## src/rtl/clk_ratio_pkg.sv

```systemverilog
package clk_ratio_pkg;

  typedef enum logic [1:0] {
    RATIO_NONE = 2'd0,
    RATIO_256  = 2'd1,
    RATIO_384  = 2'd2,
    RATIO_512  = 2'd3
  } ratio_e;

  // strobes from control to the enable datapath
  typedef struct packed {
    logic   frameStart;
    logic   locked;
    ratio_e ratio;
  } ctrl_strobe_t;

endpackage

```

## src/rtl/ratio_ctrl.sv

```systemverilog
module ratio_ctrl
  import clk_ratio_pkg::*;
#(
  parameter int BASE_RATIO  = 256,
  parameter int TOLERANCE   = 1,
  parameter int TIMEOUT     = 1024,
  parameter int SYNC_STAGES = 2
) (
  input  logic         clk,
  input  logic         rstN,
  input  logic         frameClk,
  output ctrl_strobe_t strobes
);

  localparam int CNT_W   = $clog2(TIMEOUT);
  localparam int CNT_MAX = TIMEOUT - 1;
  localparam int LEN_256 = BASE_RATIO;
  localparam int LEN_384 = (BASE_RATIO * 3) / 2;
  localparam int LEN_512 = BASE_RATIO * 2;

  // synchroniser plus one delay stage for edge detection
  logic [SYNC_STAGES:0] syncQ;
  logic                 rise;

  always_ff @(posedge clk or negedge rstN) begin
    if (!rstN) syncQ <= '0;
    else       syncQ <= {syncQ[SYNC_STAGES-1:0], frameClk};
  end

  assign rise = syncQ[SYNC_STAGES-1] & ~syncQ[SYNC_STAGES];

  logic [CNT_W-1:0] cnt;
  logic [CNT_W:0]   periodLen;
  logic             havePrev;
  logic             locked;
  ratio_e           prevClass;
  ratio_e           measClass;
  ratio_e           lockedRatio;

  function automatic logic inWindow(input int len, input int centre);
    return (len >= centre - TOLERANCE) && (len <= centre + TOLERANCE);
  endfunction

  assign periodLen = {1'b0, cnt} + 1'b1;

  always_comb begin
    int len;
    len = int'(periodLen);
    if (inWindow(len, LEN_256))      measClass = RATIO_256;
    else if (inWindow(len, LEN_384)) measClass = RATIO_384;
    else if (inWindow(len, LEN_512)) measClass = RATIO_512;
    else                             measClass = RATIO_NONE;
  end

  always_ff @(posedge clk or negedge rstN) begin
    if (!rstN) begin
      cnt         <= '0;
      havePrev    <= 1'b0;
      locked      <= 1'b0;
      prevClass   <= RATIO_NONE;
      lockedRatio <= RATIO_NONE;
    end else if (rise) begin
      cnt      <= '0;
      havePrev <= 1'b1;
      if (havePrev) begin
        prevClass <= measClass;
        if (measClass != RATIO_NONE && measClass == prevClass) begin
          locked      <= 1'b1;
          lockedRatio <= measClass;
        end else begin
          locked      <= 1'b0;
          lockedRatio <= RATIO_NONE;
        end
      end
    end else if (cnt == CNT_W'(CNT_MAX)) begin
      havePrev    <= 1'b0;
      locked      <= 1'b0;
      prevClass   <= RATIO_NONE;
      lockedRatio <= RATIO_NONE;
    end else begin
      cnt <= cnt + 1'b1;
    end
  end

  assign strobes.frameStart = rise;
  assign strobes.locked     = locked;
  assign strobes.ratio      = lockedRatio;

  // a lock always carries a real ratio
  assert_lock_has_ratio_R2: assert property (@(posedge clk) disable iff (!rstN)
    locked |-> lockedRatio != RATIO_NONE);

  // lock appears only on a measured frame edge
  assert_lock_on_edge_R5: assert property (@(posedge clk) disable iff (!rstN)
    $rose(locked) |-> ($past(rise) && $past(havePrev)));

  // a stalled frame clock removes the lock
  assert_stall_drops_R6: assert property (@(posedge clk) disable iff (!rstN)
    (cnt == CNT_W'(CNT_MAX) && !rise) |=> !locked);

endmodule

```

## src/rtl/ce_gen.sv

```systemverilog
module ce_gen
  import clk_ratio_pkg::*;
#(
  parameter int PHASE_W = 2
) (
  input  logic         clk,
  input  logic         rstN,
  input  ctrl_strobe_t strobes,
  output logic         ce
);

  localparam logic [PHASE_W-1:0] THIRD_LAST = PHASE_W'(2);

  logic [PHASE_W-1:0] phase;

  always_ff @(posedge clk or negedge rstN) begin
    if (!rstN) begin
      phase <= '0;
    end else if (strobes.frameStart) begin
      phase <= '0;
    end else begin
      unique case (strobes.ratio)
        RATIO_384: phase <= (phase == THIRD_LAST) ? '0 : phase + 1'b1;
        RATIO_512: phase <= {{(PHASE_W-1){1'b0}}, ~phase[0]};
        default:   phase <= '0;
      endcase
    end
  end

  always_comb begin
    ce = 1'b0;
    if (strobes.locked) begin
      unique case (strobes.ratio)
        RATIO_256: ce = 1'b1;
        RATIO_384: ce = (phase != THIRD_LAST);
        RATIO_512: ce = (phase == '0);
        default:   ce = 1'b0;
      endcase
    end
  end

  // half rate toggles every cycle away from frame edges
  assert_half_rate_R9: assert property (@(posedge clk) disable iff (!rstN)
    (strobes.locked && strobes.ratio == RATIO_512 && $past(strobes.locked)
     && $past(strobes.ratio) == RATIO_512 && !$past(strobes.frameStart))
    |-> (ce != $past(ce)));

  // two-of-three pattern never idles twice in a row
  assert_single_gap_R10: assert property (@(posedge clk) disable iff (!rstN)
    (strobes.locked && strobes.ratio == RATIO_384 && !ce)
    |=> (ce || !strobes.locked));

endmodule

```

## src/rtl/clk_ratio_mgr.sv

```systemverilog
module clk_ratio_mgr
  import clk_ratio_pkg::*;
#(
  parameter int BASE_RATIO  = 256,
  parameter int TOLERANCE   = 1,
  parameter int TIMEOUT     = 1024,
  parameter int SYNC_STAGES = 2
) (
  input  logic       mclk,
  input  logic       rstN,
  input  logic       lrckIn,
  input  logic       runReq,
  output logic       ce256,
  output logic       powerDown,
  output logic [1:0] ratioCode,
  output logic       clocksValid
);

  ctrl_strobe_t strobes;

  ratio_ctrl #(
    .BASE_RATIO (BASE_RATIO),
    .TOLERANCE  (TOLERANCE),
    .TIMEOUT    (TIMEOUT),
    .SYNC_STAGES(SYNC_STAGES)
  ) i_ctrl (
    .clk     (mclk),
    .rstN    (rstN),
    .frameClk(lrckIn),
    .strobes (strobes)
  );

  ce_gen #(.PHASE_W(2)) i_ce (
    .clk    (mclk),
    .rstN   (rstN),
    .strobes(strobes),
    .ce     (ce256)
  );

  assign clocksValid = strobes.locked;
  assign ratioCode   = strobes.ratio;
  assign powerDown   = !runReq || !strobes.locked;

  // no enable leaves the block while the clocks are invalid
  assert_quiet_unlocked_R7: assert property (@(posedge mclk) disable iff (!rstN)
    !clocksValid |-> !ce256);

endmodule

```

## config.mk

```make
export PLATFORM = sky130hd
export DESIGN_NAME = clk_ratio_mgr
export DESIGN_NICKNAME = d
export VERILOG_FILES = /design/src/rtl/clk_ratio_pkg.sv /design/src/rtl/ratio_ctrl.sv /design/src/rtl/ce_gen.sv /design/src/rtl/clk_ratio_mgr.sv
export SDC_FILE = /design/constraint.sdc
export NUM_CORES = 1
export LEC_CHECK = 0
export ABC_AREA = 1
export ABC_CLOCK_PERIOD_IN_PS = 2200
export BUFFER_PORTS_ARGS = -buffer_cell sky130_fd_sc_hd__buf_2
export CORE_AREA = 2 2 56 58
export CTS_CLUSTER_SIZE = 20
export DETAILED_ROUTE_END_ITERATION = 8
export DIE_AREA = 0 0 58 60
export GPL_TIMING_DRIVEN = 0
export PLACE_DENSITY_LB_ADDON = 0.3
export SLEW_MARGIN = 20
export SYNTH_ARGS = -nofsm -noshare
export SYNTH_HDL_FRONTEND = slang
export SYNTH_HIERARCHICAL = 1
export SYNTH_SLANG_ARGS = --single-unit
```

## constraint.sdc

```tcl
create_clock -name mclk -period 2.2 [get_ports mclk]
set_input_delay 0.11 -clock mclk [delete_from_list [all_inputs] [get_ports mclk]]
set_output_delay 0.11 -clock mclk [all_outputs]
set_load 0.05 [all_outputs]
```

Yosys cells after proc, flatten, opt, wreduce, memory -nomap -nowiden
Index checks and enable logic that the tools add are counted.
W data, S select, Z words.
{"block": "classes", "muxes": 21, "n_bitwise": 3, "add_sub_neg": 3, "n_eq_ne": 9, "n_reduce_logical": 11, "n_lt_le_gt_ge": 6}
{"op": "$ge A11 B9 Y1 const B", "n": 2}
{"op": "$le A11 B9 Y1 const B", "n": 2}
{"op": "$mux W2", "n": 11}
{"op": "$mux W10", "n": 2}
{"op": "$add A10 B1 Y11 const B", "n": 1}
{"op": "$ge A11 B8 Y1 const B", "n": 1}
{"op": "$le A11 B10 Y1 const B", "n": 1}
{"op": "$add A10 B1 Y10 const B", "n": 1}
{"op": "$eq A10 B10 Y1 const B", "n": 1}
{"op": "$eq A2 B2 Y1 const B", "n": 3}
{"op": "$mux W1", "n": 6}
{"op": "$logic_and A1 B1 Y1", "n": 4}
{"op": "$ne A2 B2 Y1 const B", "n": 2}
{"op": "$pmux W2 S2", "n": 1}
{"op": "$reduce_bool A2 Y1", "n": 2}
{"op": "$pmux W1 S3", "n": 1}
{"op": "$add A2 B1 Y2 const B", "n": 1}
{"op": "$eq A2 B1 Y1 const B", "n": 1}
{"op": "$eq A2 B2 Y1", "n": 1}
{"op": "$logic_not A1 Y1", "n": 2}
{"op": "$logic_not A2 Y1", "n": 1}
{"op": "$ne A2 B1 Y1 const B", "n": 1}
{"op": "$not A1 Y1", "n": 2}
{"op": "$reduce_and A2 Y1", "n": 1}
{"op": "2 further kinds", "n": 2}
{"block": "totals", "reg_bits": 21, "elab_cells": 60, "in_bits": 4}

Logic depth before layout (Yosys ltp)
Gate-level depths: netlist of run 1.
{"block": "depth", "word_depth": 11, "ltp_mapped": 18, "ltp_nobuf": 17}

Modules after synthesis
The synthesis of run 1 kept the hierarchy.
{"module": "ratio_ctrl", "cells_each": 219, "instances": 1, "area_per_inst_um2": 1506.4, "seq_area_each_um2": 475.5}
{"module": "ce_gen", "cells_each": 16, "instances": 1, "area_per_inst_um2": 117.6, "seq_area_each_um2": 50.0}
{"module": "clk_ratio_mgr", "cells_each": 1, "instances": 1, "area_per_inst_um2": 3.8, "seq_area_each_um2": 0.0}

Worst setup path before layout of run 1
No wires, ideal clock.
{"block": "synth_path", "kind": "reg2reg", "startpoint": "reg i_ctrl.cnt[1]", "endpoint": "reg i_ctrl.lockedRatio[1]", "stages_incl_launch_ff": 15, "n_path_buf": 0, "setup_slack_ps": 293, "arrival_ps": 1833, "period_less_slack_ps": 1907, "required_ps": 2126, "setup_time_ps": 74, "cell_sequence": "dfrtp_1 ha_1 nand2_2 inv_1 nor2_1 nand3_1 nor2_2 nand3_1 nand3_1 nand2_2 nand2_2 nand2_2 nand2_2 nand2_2 o21ai_2"}
{"block": "synth_between", "elab_chain_cells": 11}
{"item": "start, declared", "line": "ratio_ctrl.sv:32", "rtl": "logic [CNT_W-1:0] cnt;"}
{"item": "start signal, assigned", "line": "ratio_ctrl.sv:81", "rtl": "cnt <= cnt + 1'b1;"}
{"item": "$add A10 B1 Y11", "line": "ratio_ctrl.sv:44", "rtl": "assign periodLen = {1'b0, cnt} + 1'b1;"}
{"item": "$ge A11 B9 Y1 / $le A11 B10 Y1 (equally long branches)", "line": "ratio_ctrl.sv:41", "rtl": "return (len >= centre - TOLERANCE) && (len <= centre + TOLERANCE);"}
{"item": "$logic_and A1 B1 Y1", "line": "ratio_ctrl.sv:41"}
{"item": "$mux W2", "line": "ratio_ctrl.sv:51", "rtl": "else if (inWindow(len, LEN_512)) measClass = RATIO_512;"}
{"item": "$mux W2", "line": "ratio_ctrl.sv:50", "rtl": "else if (inWindow(len, LEN_384)) measClass = RATIO_384;"}
{"item": "$mux W2", "line": "ratio_ctrl.sv:49", "rtl": "if (inWindow(len, LEN_256)) measClass = RATIO_256;"}
{"item": "$eq A2 B2 Y1 / $reduce_bool A2 Y1 (equally long branches)", "line": "ratio_ctrl.sv:67", "rtl": "if (measClass != RATIO_NONE && measClass == prevClass) begin"}
{"item": "$logic_and A1 B1 Y1", "line": "ratio_ctrl.sv:67"}
{"item": "$mux W2", "line": "ratio_ctrl.sv:67"}
{"item": "$mux W2", "line": "ratio_ctrl.sv:65", "rtl": "if (havePrev) begin"}
{"item": "$mux W2", "line": "ratio_ctrl.sv:62", "rtl": "end else if (rise) begin"}
{"item": "end signal, assigned", "line": "ratio_ctrl.sv:69", "rtl": "lockedRatio <= measClass;"}
{"item": "end, declared", "line": "ratio_ctrl.sv:38", "rtl": "ratio_e lockedRatio;"}
Parallel ways exist; a longest one is shown, timed or not. The select of a mux whose other input is x is not followed.
A chain may end at the register's enable or synchronous reset.

Worst setup path after layout of run 1
{"block": "layout_path", "startpoint": "reg i_ctrl.cnt[0]", "endpoint": "reg i_ctrl.lockedRatio[0]"}
Same word-level chain as after synthesis.

==> out/qor.txt, run 1 <==
total of fill cells in the finished design - 265
maximum number of pins on one net before global-route repair - 22
CTS Sinks - 21
port buffer count - 8
highest-delay cell along the critical path - sky130_fd_sc_hd__dfrtp_1
FP Rows - 20
Post-Synthesis Cells - 236
Tightest Hold Check Type - in2async
area delta synth->final - 11.5%
area share of and/or/nand/nor cells after synthesis - 51.0%
clock network fraction of design power - 17.4%
fmax - 0.496 GHz
drc violations - 0
netlist area before placement - 1630 um^2
Routed Antenna Nets - 0
area of the die - 3480 um^2
peak ir drop on the vdd network - 0.501 mV
CP Max Fanout - 4
ant diodes - 0
Die Span Y - 60 um
combinational power share - 38.0%
Worst Slack Setup Final - 0.184 ns
CTS H-tree depth - 1
drt via density - 5.05
Power Internal - 636 uW
dominant cells by area after synthesis - sky130_fd_sc_hd__dfrtp_1 (32%), sky130_fd_sc_hd__nand2_1 (14%), sky130_fd_sc_hd__nand2_2 (7.7%)
number of iterations in the first detailed-routing pass - 4
Period Utilization, post-route - 91.7%
number of cell instances on the worst register-to-register path - 18
Data required, critical path - 2.44 ns
flip-flop and latch count after synthesis - 21
CTS Buf Count - 3
power per cell area - 554 nW/um^2
number of setup violations in the final report - 0
dominant synthesized flop cell - sky130_fd_sc_hd__dfrtp_1
main combinational cell family by area after synthesis - simple AND/OR/NAND/NOR gates
net switching fraction of the power - 36.7%
signal arrival time at the worst endpoint - 2.25 ns
routed vias - 1438
setup slack of the most critical reg-to-reg path - 0.18 ns
critical path endpoint - i_ctrl/lockedRatio[0]
Synth Area in Compound Gates - 5.76%
HPWL Detailed - 2550 um
Die X-Extent - 58 um
timing startpoint of the critical path - i_ctrl/cnt[0]
kind of critical path - reg2reg
transition at the pin with the smallest max-transition slack - 0.452 ns
Clock Skew - 0.00101 ns
Max clock buf depth - 2
Buffers & Inverters on Critical Path - 3
average detailed-routed wire length per instance - 11.0 um
share of power burned in registers - 44.6%
sum of overflow across all layers after global routing - 0
critical path, cell by cell - buf_6, inv_2, ha_1, inv_2, nand2_1, nor2_2, nand2_1, nor2_2, nand2_2, nand3_1, nand2_1, nand2_1, nand2_1, nand2_2, nand2_2, nand2_2, nand4_1, nand2_1
post-layout instance area - 1820 um^2
largest area contributor in the netlist - sky130_fd_sc_hd__dfrtp_1
synth cell count leaders - sky130_fd_sc_hd__nand2_1 (60), sky130_fd_sc_hd__nor2_1 (29), sky130_fd_sc_hd__inv_1 (27)
Routability Congestion - 0.854
Net Count, Synth - 243
GRT Util Overall - 20.4%
proportion of synthesized area in mux cells - 0%
sequential cell area - 527 um^2
I/O pin count - 9
startpoint type of the worst setup path - flip-flop
combined area of the multi-input logic cells - 987 um^2
fraction of final layout cells sized beyond drive strength 1 - 27.8%
reported net switching power - 370 uW
TritonCTS clock tree - done
Slew HR - 69.9%
number of hold violations in the final report - 0
max incr delay on CP - 0.42 ns
Worst R2R Start - i_ctrl/cnt[0]
share of the yosys chip area belonging to registers - 32.3%
post-placement setup slack - -0.0162 ns
post-synth top area share - 32.3%
most used cell along the critical path - sky130_fd_sc_hd__nand2_1
iteration-0 DRC count of the detailed router - 56
starting utilization of the core area - 56.1%
result of the run - complete, no violations
buffer cell driving the clock tree root - sky130_fd_sc_hd__clkbuf_4
CP top delay family - simple AND/OR/NAND/NOR gates
post-placement cell area - 1710 um^2
post-synthesis share of cell area spent on full adders, half adders and majority gates - 2.31%
first-pass GRT wire length - 5550 um
Mean Syn Cell Area - 6.90 um^2
Floorplan Core Area - 2900 um^2
final slew viol count - 0
CTS clk-pin slew, worst paths - 0.11 ns
share of synthesized flip-flops with an asynchronous set or reset - 100%
leakage power total - 0.858 nW
Skew-Pair Late Insertion Delay - 0.29 ns
Critical Path End Type - flip-flop
number of enable-type register cells in the synthesized netlist - 0
reg-to-reg critical path endpoint - i_ctrl/lockedRatio[0]
clock period minus final worst setup slack - 2.02 ns
Cell variety after synth - 25
XOR/XNOR share of the synthesized area - 0%
most frequent cell after synthesis - sky130_fd_sc_hd__nand2_1
vias in the first global route - 1340
max-capacitance violation count - 0
total chip power - 1.01 mW
total wire length - 3140 um
number of antenna violations at the first check in global routing - 0
Stages on worst setup path - 18
layout net count - 260
Yosys warning total - 6
[cells in the final DEF, fill, tap and decap left out, types with 2 or more instances in the layout]
master | synthesis | layout
sky130_fd_sc_hd__nor2_1 | 29 | 25
sky130_fd_sc_hd__buf_2 | 1 | 8
sky130_fd_sc_hd__clkbuf_4 | 0 | 3
sky130_fd_sc_hd__nand3_1 | 25 | 24
sky130_fd_sc_hd__a21oi_1 | 6 | 6
sky130_fd_sc_hd__buf_4 | 3 | 4
sky130_fd_sc_hd__nand4_1 | 6 | 6
sky130_fd_sc_hd__dfrtp_1 | 21 | 20
sky130_fd_sc_hd__inv_2 | 2 | 4
sky130_fd_sc_hd__nor2_4 | 5 | 6
sky130_fd_sc_hd__clkbuf_1 | 1 | 2
sky130_fd_sc_hd__nand2_4 | 3 | 3
sky130_fd_sc_hd__inv_1 | 27 | 25
sky130_fd_sc_hd__nand2_1 | 60 | 59
sky130_fd_sc_hd__dlygate4sd3_1 | 0 | 2
sky130_fd_sc_hd__o21ai_0 | 7 | 7
sky130_fd_sc_hd__nand2_2 | 20 | 21
sky130_fd_sc_hd__nand3_2 | 5 | 6
sky130_fd_sc_hd__ha_1 | 3 | 2
sky130_fd_sc_hd__nor2_2 | 5 | 8
[registers in the layout, summed over array words and instances (netlist names)]
| register | count |
|---|---|
| i_ce/phase | 2 |
| i_ctrl/cnt | 10 |
| i_ctrl/lockedRatio | 2 |
| i_ctrl/prevClass | 2 |
| i_ctrl/syncQ | 3 |
| i_ctrl/locked | 1 |
| i_ctrl/havePrev | 1 |
[cell type report]
type | instances | area share (%)
plain buffers | 5 | 2.07
flip-flops and latches | 21 | 29.0
repair buffers | 12 | 4.82
clock buffers | 4 | 1.45
well taps | 33 | 2.27
multi-input cells | 181 | 54.4
inverters | 29 | 6.00
[what timing repair did]
item	CTS	global route
pin swaps	0	4
hold buffers	2	0
buffers inserted	0	2
hold endpoints to repair	22	0
cloned	0	0
endpoints found under the setup margin	3	5
gates resized for setup	2	12
[power groups by stage]
stage | combinational [mW] | sequential (mW) | clock, mW
after CTS | 0.307 | 0.452 | 0.184
after global placement | 0.295 | 0.459 | 0
after global routing | 0.440 | 0.453 | 0.202
final | 0.382 | 0.448 | 0.175
after floorplan | 0.241 | 0.451 | 0
after detailed placement | 0.298 | 0.459 | 0
[kinds of logic (layout without fill, tap and decap cells)]
family / count (synthesis) / in the layout
simple gates: 161 / 161
fa+ha+maj: 3 / 3
compound gates: 17 / 17
buf+inv: 34 / 50
flops: 21 / 21
[per-stage QoR]
stage	hold WS, ns	util (%)	std cells	TNS (ns)
finish	0.283	62.5	285	0
CTS	0.284	60.6	283	0
global route	0.333	62.5	285	-0.0434
detailed placement	0.0836	58.9	277	-0.0421
floorplan	-0.186	-	236	0
global placement	0.0781	58.9	277	-0.109
[layer usage]
layer	share of wire (%)	GRT usage, %
met4	1.5	7.97
met1	48	26.0
met5	0	0
met3	2.1	1.52
met2	49	36.0
[worst reg2reg max path: cells and delay by family (launching register included)]
family / cells / cell delay, ns
simple gates: 14 / 1.05
flops: 1 / 0.42
buf+inv: 3 / 0.26
fa+ha+maj: 1 / 0.23
[worst min path at each step]
stage,slack (ns),startpoint,end,cells past startpoint
global route,0.33,rstN,i_ctrl/cnt[1],2
CTS,0.28,rstN,i_ctrl/syncQ[1],2
detailed placement,0.08,rstN,i_ctrl/syncQ[1],1
floorplan,-0.19,rstN,i_ce/phase[0],0
global placement,0.08,rstN,i_ctrl/syncQ[1],1
finish,0.28,rstN,i_ctrl/cnt[2],2
(Power assumes the default switching activity.)
==> run 2: changes to the inputs <==
- PLACE_DENSITY: unset -> 0.75
- PLACE_DENSITY_LB_ADDON: 0.3 -> unset
==> out/qor.txt, run 2 (same netlist as run 1, synthesis figures left out) <==
CTS H-tree depth - 1
layout net count - 262
max-capacitance violation count - 0
first-pass GRT wire length - 5560 um
most frequent standard cell in the layout excluding fill and tap cells - sky130_fd_sc_hd__nand2_1
largest registers in the final layout - i_ctrl/cnt: 10 flops, i_ctrl/syncQ: 3 flops
buffer cell driving the clock tree root - sky130_fd_sc_hd__clkbuf_4
ant diodes - 0
starting utilization of the core area - 56.1%
sum of overflow across all layers after global routing - 0
highest-delay cell along the critical path - sky130_fd_sc_hd__dfrtp_2
setup slack of the most critical reg-to-reg path - 0.17 ns
port buffer count - 8
total chip power - 985 uW
Slew HR - 69.5%
Die X-Extent - 58 um
final slew viol count - 0
Routability Congestion - 0.856
leakage power total - 0.864 nW
Skew-Pair Late Insertion Delay - 0.29 ns
Worst R2R Start - i_ctrl/cnt[1]
routed vias - 1495
HPWL Detailed - 2640 um
reg-to-reg critical path endpoint - i_ctrl/lockedRatio[1]
area delta synth->final - 11.1%
Max clock buf depth - 2
number of antenna violations at the first check in global routing - 0
fmax - 0.492 GHz
Floorplan Core Area - 2900 um^2
number of setup violations in the final report - 0
Period Utilization, post-route - 92.3%
final design utilization - 62.3%
max reg flops - 10
Data required, critical path - 2.43 ns
result of the run - complete, no violations
drc violations - 0
I/O pin count - 9
startpoint type of the worst setup path - flip-flop
clock period minus final worst setup slack - 2.03 ns
Most flops, register - i_ctrl/cnt
Critical Path End Type - flip-flop
number of hold violations in the final report - 0
total wire length - 3370 um
peak ir drop on the vdd network - 0.515 mV
CP Max Fanout - 5
Tightest Hold Check Type - in2async
Routed Antenna Nets - 0
most used cells in the layout excluding fill and tap cells - sky130_fd_sc_hd__nand2_1 (59), sky130_fd_sc_hd__nor2_1 (27), sky130_fd_sc_hd__inv_1 (26), sky130_fd_sc_hd__nand3_1 (24), sky130_fd_sc_hd__nand2_2 (21)
CTS Sinks - 21
iteration-0 DRC count of the detailed router - 64
area of the die - 3480 um^2
transition at the pin with the smallest max-transition slack - 0.458 ns
CTS clk-pin slew, worst paths - 0.11 ns
Placed Cells incl. Taps - 277
most used cell along the critical path - sky130_fd_sc_hd__nand2_2
CTS Buf Count - 3
non-filler instance count after layout - 287
Clock Skew - 0.00396 ns
average detailed-routed wire length per instance - 11.8 um
kind of critical path - reg2reg
GRT Util Overall - 20.8%
critical path, cell by cell - ha_2, nand2_2, inv_2, nor2_2, nand3_1, nor2_1, nand2_1, nand3_1, nand2_1, nand2_2, nand2_2, nand2_2, nand2_2, o21ai_2
timing startpoint of the critical path - i_ctrl/cnt[1]
fraction of final layout cells sized beyond drive strength 1 - 27.2%
number of iterations in the first detailed-routing pass - 4
number of cell instances on the worst register-to-register path - 14
max incr delay on CP - 0.45 ns
TritonCTS clock tree - done
drt via density - 5.21
Die Span Y - 60 um
vias in the first global route - 1356
signal arrival time at the worst endpoint - 2.26 ns
FP Rows - 20
maximum number of pins on one net before global-route repair - 22
power per cell area - 545 nW/um^2
-- run 2: cell count changes in the layout (fill, tap and decap cells not counted) --
| cell | delta |
|---|---|
| sky130_fd_sc_hd__buf_4 | +3 |
| sky130_fd_sc_hd__inv_2 | -1 |
| sky130_fd_sc_hd__nor2_2 | -1 |
| sky130_fd_sc_hd__nor2_1 | +2 |
| sky130_fd_sc_hd__buf_12 | -1 |
| sky130_fd_sc_hd__inv_1 | +1 |
| sky130_fd_sc_hd__nor2_4 | -1 |
-- run 2: worst max-delay path by stage --
| stage | cells past startpoint | slack (ns) | to |
|---|---|---|---|
| 6_report | 14 | 0.17 | i_ctrl/lockedRatio[1] |
| 5_1_grt | 10 | -0.003 | i_ctrl/prevClass[0] |
| 4_1_cts | 17 | 0.01 | i_ctrl/lockedRatio[0] |
| 3_5_place_dp | 14 | -0.02 | i_ctrl/lockedRatio[1] |
| 3_3_place_gp | 14 | -0.04 | i_ctrl/lockedRatio[0] |
| 2_1_floorplan | 14 | 0.29 | i_ctrl/lockedRatio[1] |
-- run 2: critical path: cells and delay by family (launching register included) --
kind | cells | cell delay, ns
adders and majority gates | 1 | 0.22
and+or+nand+nor | 11 | 1.14
AOI/OAI and AO/OA | 1 | 0.09
buffers and inverters | 1 | 0.07
DFF | 1 | 0.45
-- run 2: repair_timing --
| item | in CTS | in global routing |
|---|---|---|
| pin swaps | 0 | 3 |
| gates resized for setup | 1 | 9 |
| setup endpoints to repair | 3 | 6 |
| hold endpoints to repair | 22 | 0 |
| setup buffers | 0 | 4 |
| hold buffers | 2 | 0 |
-- run 2: power breakdown --
part	switching, mW	total [mW]	internal [mW]	leakage, nW
clock	0.106	0.176	0.0705	0.0150
sequential	0.0341	0.449	0.415	0.275
combinational	0.227	0.360	0.133	0.574
-- run 2: per-layer routing --
layer  GRT usage, %  wire [um]  share of wire (%)  vias up
li1               -          -                  -      778
met3           1.52         61                1.8        4
met4           7.31         25               0.74        0
met1           26.9       1540                 46      690
met2           36.7       1750                 52       23
met5              0          0                  0        -
-- run 2: final cells by class --
class / count / area, um^2
repair buffers: 14 / 90.1
well taps: 33 / 41.3
flip-flops and latches: 21 / 527
multi-input cells: 181 / 977
plain buffers: 5 / 37.5
inverters: 29 / 109
fillers: 278 / 1090
clock buffers: 4 / 26.3
-- run 2: stage by stage --
step                      setup TNS [ns]  worst slack (ns)  hold WS [ns]  cell area, um^2
after floorplan                        0             0.293        -0.186             1630
after CTS                              0            0.0132         0.285             1760
after global routing            -0.00445          -0.00277         0.337             1810
after global placement           -0.0982           -0.0399        0.0819             1710
final                                  0             0.168         0.321             1810
after detailed placement         -0.0543           -0.0230        0.0839             1710
==> run 3: changes to the inputs <==
- CORE_AREA: 2 2 56 58 -> 2 2 52 54
- DIE_AREA: 0 0 58 60 -> 0 0 54 56
- SYNTH_HIERARCHICAL: 1 -> unset
==> out/qor.txt, run 3 <==
Max clock buf depth - 2
total of fill cells in the finished design - 221
max reg flops - 10
TritonCTS clock tree - done
TNS Setup - 0 ns
CP Max Fanout - 8
most frequent standard cell in the layout excluding fill and tap cells - sky130_fd_sc_hd__nand2_1
average detailed-routed wire length per instance - 11.5 um
iteration-0 DRC count of the detailed router - 31
CTS clk-pin slew, worst paths - 0.12 ns
Cell variety after synth - 23
area share of and/or/nand/nor cells after synthesis - 40.3%
fmax - 0.512 GHz
Yosys warning total - 0
flip-flop and latch count after synthesis - 21
Tightest Hold Check Type - in2async
main combinational cell family by area after synthesis - simple AND/OR/NAND/NOR gates
result of the run - complete, no violations
layout net count - 228
Period Utilization, post-route - 88.7%
CTS H-tree depth - 1
starting utilization of the core area - 57.0%
synth cell count leaders - sky130_fd_sc_hd__nand2_1 (56), sky130_fd_sc_hd__inv_1 (32), sky130_fd_sc_hd__nand3_1 (27)
Routed Antenna Nets - 0
netlist area before placement - 1390 um^2
sum of overflow across all layers after global routing - 0
signal arrival time at the worst endpoint - 2.18 ns
most used cells in the layout excluding fill and tap cells - sky130_fd_sc_hd__nand2_1 (56), sky130_fd_sc_hd__inv_1 (32), sky130_fd_sc_hd__nand3_1 (27), sky130_fd_sc_hd__dfrtp_1 (19), sky130_fd_sc_hd__nor2_1 (18)
Die X-Extent - 54 um
port buffer count - 8
Post-Synthesis Cells - 202
largest area contributor in the netlist - sky130_fd_sc_hd__dfrtp_1
first-pass GRT wire length - 5020 um
number of iterations in the first detailed-routing pass - 4
ant diodes - 0
Routability Congestion - 0.821
proportion of synthesized area in mux cells - 0%
number of setup violations in the final report - 0
Synth Area in Compound Gates - 8.94%
maximum number of pins on one net before global-route repair - 22
clock period minus final worst setup slack - 1.95 ns
routed vias - 1326
combined area of the multi-input logic cells - 767 um^2
FP Rows - 18
max-capacitance violation count - 0
area of the die - 3020 um^2
post-layout instance area - 1570 um^2
post-synth top area share - 37.9%
Clock Skew - 0.00191 ns
final slew viol count - 0
dominant cells by area after synthesis - sky130_fd_sc_hd__dfrtp_1 (38%), sky130_fd_sc_hd__nand2_1 (15%), sky130_fd_sc_hd__nand3_1 (9.7%)
Critical Path End Type - flip-flop
number of enable-type register cells in the synthesized netlist - 0
number of antenna violations at the first check in global routing - 0
share of synthesized flip-flops with an asynchronous set or reset - 100%
XOR/XNOR share of the synthesized area - 0%
fraction of final layout cells sized beyond drive strength 1 - 16.4%
dominant synthesized flop cell - sky130_fd_sc_hd__dfrtp_1
startpoint type of the worst setup path - flip-flop
transition at the pin with the smallest max-transition slack - 0.468 ns
Skew-Pair Late Insertion Delay - 0.32 ns
CTS Buf Count - 3
drt via density - 5.33
most frequent cell after synthesis - sky130_fd_sc_hd__nand2_1
GRT Util Overall - 22.0%
share of the yosys chip area belonging to registers - 37.9%
Slew HR - 68.8%
largest registers in the final layout - i_ctrl.cnt: 10 flops, i_ctrl.syncQ: 3 flops
buffer cell driving the clock tree root - sky130_fd_sc_hd__clkbuf_4
Mean Syn Cell Area - 6.86 um^2
CTS Sinks - 21
vias in the first global route - 1261
leakage power total - 0.789 nW
HPWL Detailed - 2220 um
Most flops, register - i_ctrl.cnt
area delta synth->final - 13.5%
Die Span Y - 56 um
number of hold violations in the final report - 0
I/O pin count - 9
Floorplan Core Area - 2430 um^2
peak ir drop on the vdd network - 0.632 mV
Data required, critical path - 2.43 ns
sequential cell area - 528 um^2
total wire length - 2860 um
drc violations - 0
post-placement cell area - 1460 um^2
post-synthesis share of cell area spent on full adders, half adders and majority gates - 3.61%
kind of critical path - reg2reg
power per cell area - 612 nW/um^2
total chip power - 963 uW
Net Count, Synth - 210
==> run 3: changes by cell type after synthesis, moves of 4 or more <==
cell and change:
sky130_fd_sc_hd__nor2_1 -9, sky130_fd_sc_hd__nor2_4 -4, sky130_fd_sc_hd__nand2_1 -4, sky130_fd_sc_hd__inv_1 +5, sky130_fd_sc_hd__nand2_2 -14
==> run 3: kinds of logic (layout without fill, tap and decap cells) <==
family / Yosys count / in the layout
and+or+nand+nor: 123 / 123
buffers and inverters: 34 / 51
adders and majority gates: 4 / 4
AOI/OAI and AO/OA: 20 / 20
DFF: 21 / 21
==> run 3: worst paths after layout <==
check,depth (start not counted),from,slack [ns],endpoint
worst max-delay path,13,i_ctrl.cnt[0],0.25,i_ctrl.lockedRatio[1]
min in group mclk,0,i_ctrl.syncQ[0],0.37,i_ctrl.syncQ[1]
worst min register to register,0,i_ctrl.syncQ[0],0.37,i_ctrl.syncQ[1]
max in group asynchronous,2,rstN,1.61,i_ctrl.cnt[0]
worst min-delay path,2,rstN,0.25,i_ctrl.syncQ[0]
worst max register to register,13,i_ctrl.cnt[0],0.25,i_ctrl.lockedRatio[1]
==> run 3: final cells by class <==
cell class,instances,area share (%)
Sequential cell,21,33.5
Multi-Input combinational cell,147,48.7
Timing Repair Buffer,13,5.25
Buffer,2,0.556
Inverter,32,7.63
Clock buffer,3,1.43
Tap cell,30,2.38
Clock inverter,1,0.477
==> run 3: critical path: stages, from the launching register on <==
cell	delay, ns
sky130_fd_sc_hd__dfrtp_2	0.45
sky130_fd_sc_hd__buf_4	0.17
sky130_fd_sc_hd__inv_1	0.10
sky130_fd_sc_hd__ha_1	0.25
sky130_fd_sc_hd__inv_1	0.08
sky130_fd_sc_hd__nand3_1	0.12
sky130_fd_sc_hd__nor2_2	0.14
sky130_fd_sc_hd__inv_1	0.05
sky130_fd_sc_hd__nand2_1	0.09
sky130_fd_sc_hd__nand2_1	0.09
sky130_fd_sc_hd__nand3_1	0.11
sky130_fd_sc_hd__nand2_2	0.07
sky130_fd_sc_hd__nand3_1	0.09
sky130_fd_sc_hd__nand2_1	0.05
==> run 3: through the flow <==
stage | utilization [%] | std cells | setup slack (ns) | hold WS [ns]
6_report | 64.7 | 249 | 0.248 | 0.252
5_1_grt | 64.7 | 249 | -0.00465 | 0.301
4_1_cts | 62.4 | 246 | 0.0420 | 0.264
3_5_place_dp | 60.2 | 240 | -0.117 | 0.0854
3_3_place_gp | 60.2 | 240 | -0.0251 | 0.0790
2_1_floorplan | - | 202 | 0.261 | -0.186
==> run 3: what timing repair did <==
item | 4_1_cts | 5_1_grt
hold endpoints to repair | 22 | 0
hold buffers | 2 | 0
pin swaps | 1 | 1
gates resized for setup | 3 | 7
endpoints found under the setup margin | 5 | 5
setup buffers | 0 | 3
==> run 3: where the power goes <==
group | switching, mW | internal, mW | leakage [nW]
clock network | 0.131 | 0.0697 | 0.0139
logic | 0.196 | 0.115 | 0.499
registers | 0.0332 | 0.418 | 0.276
total | 0.360 | 0.602 | 0.789
==> run 3: layer usage <==
metal	up-vias	GRT usage [%]	part of all wire (%)
met3	5	1.88	1.8
met5	-	0	0
met2	13	38.7	54
met4	0	8.93	2.0
li1	679	-	-
met1	629	26.7	42
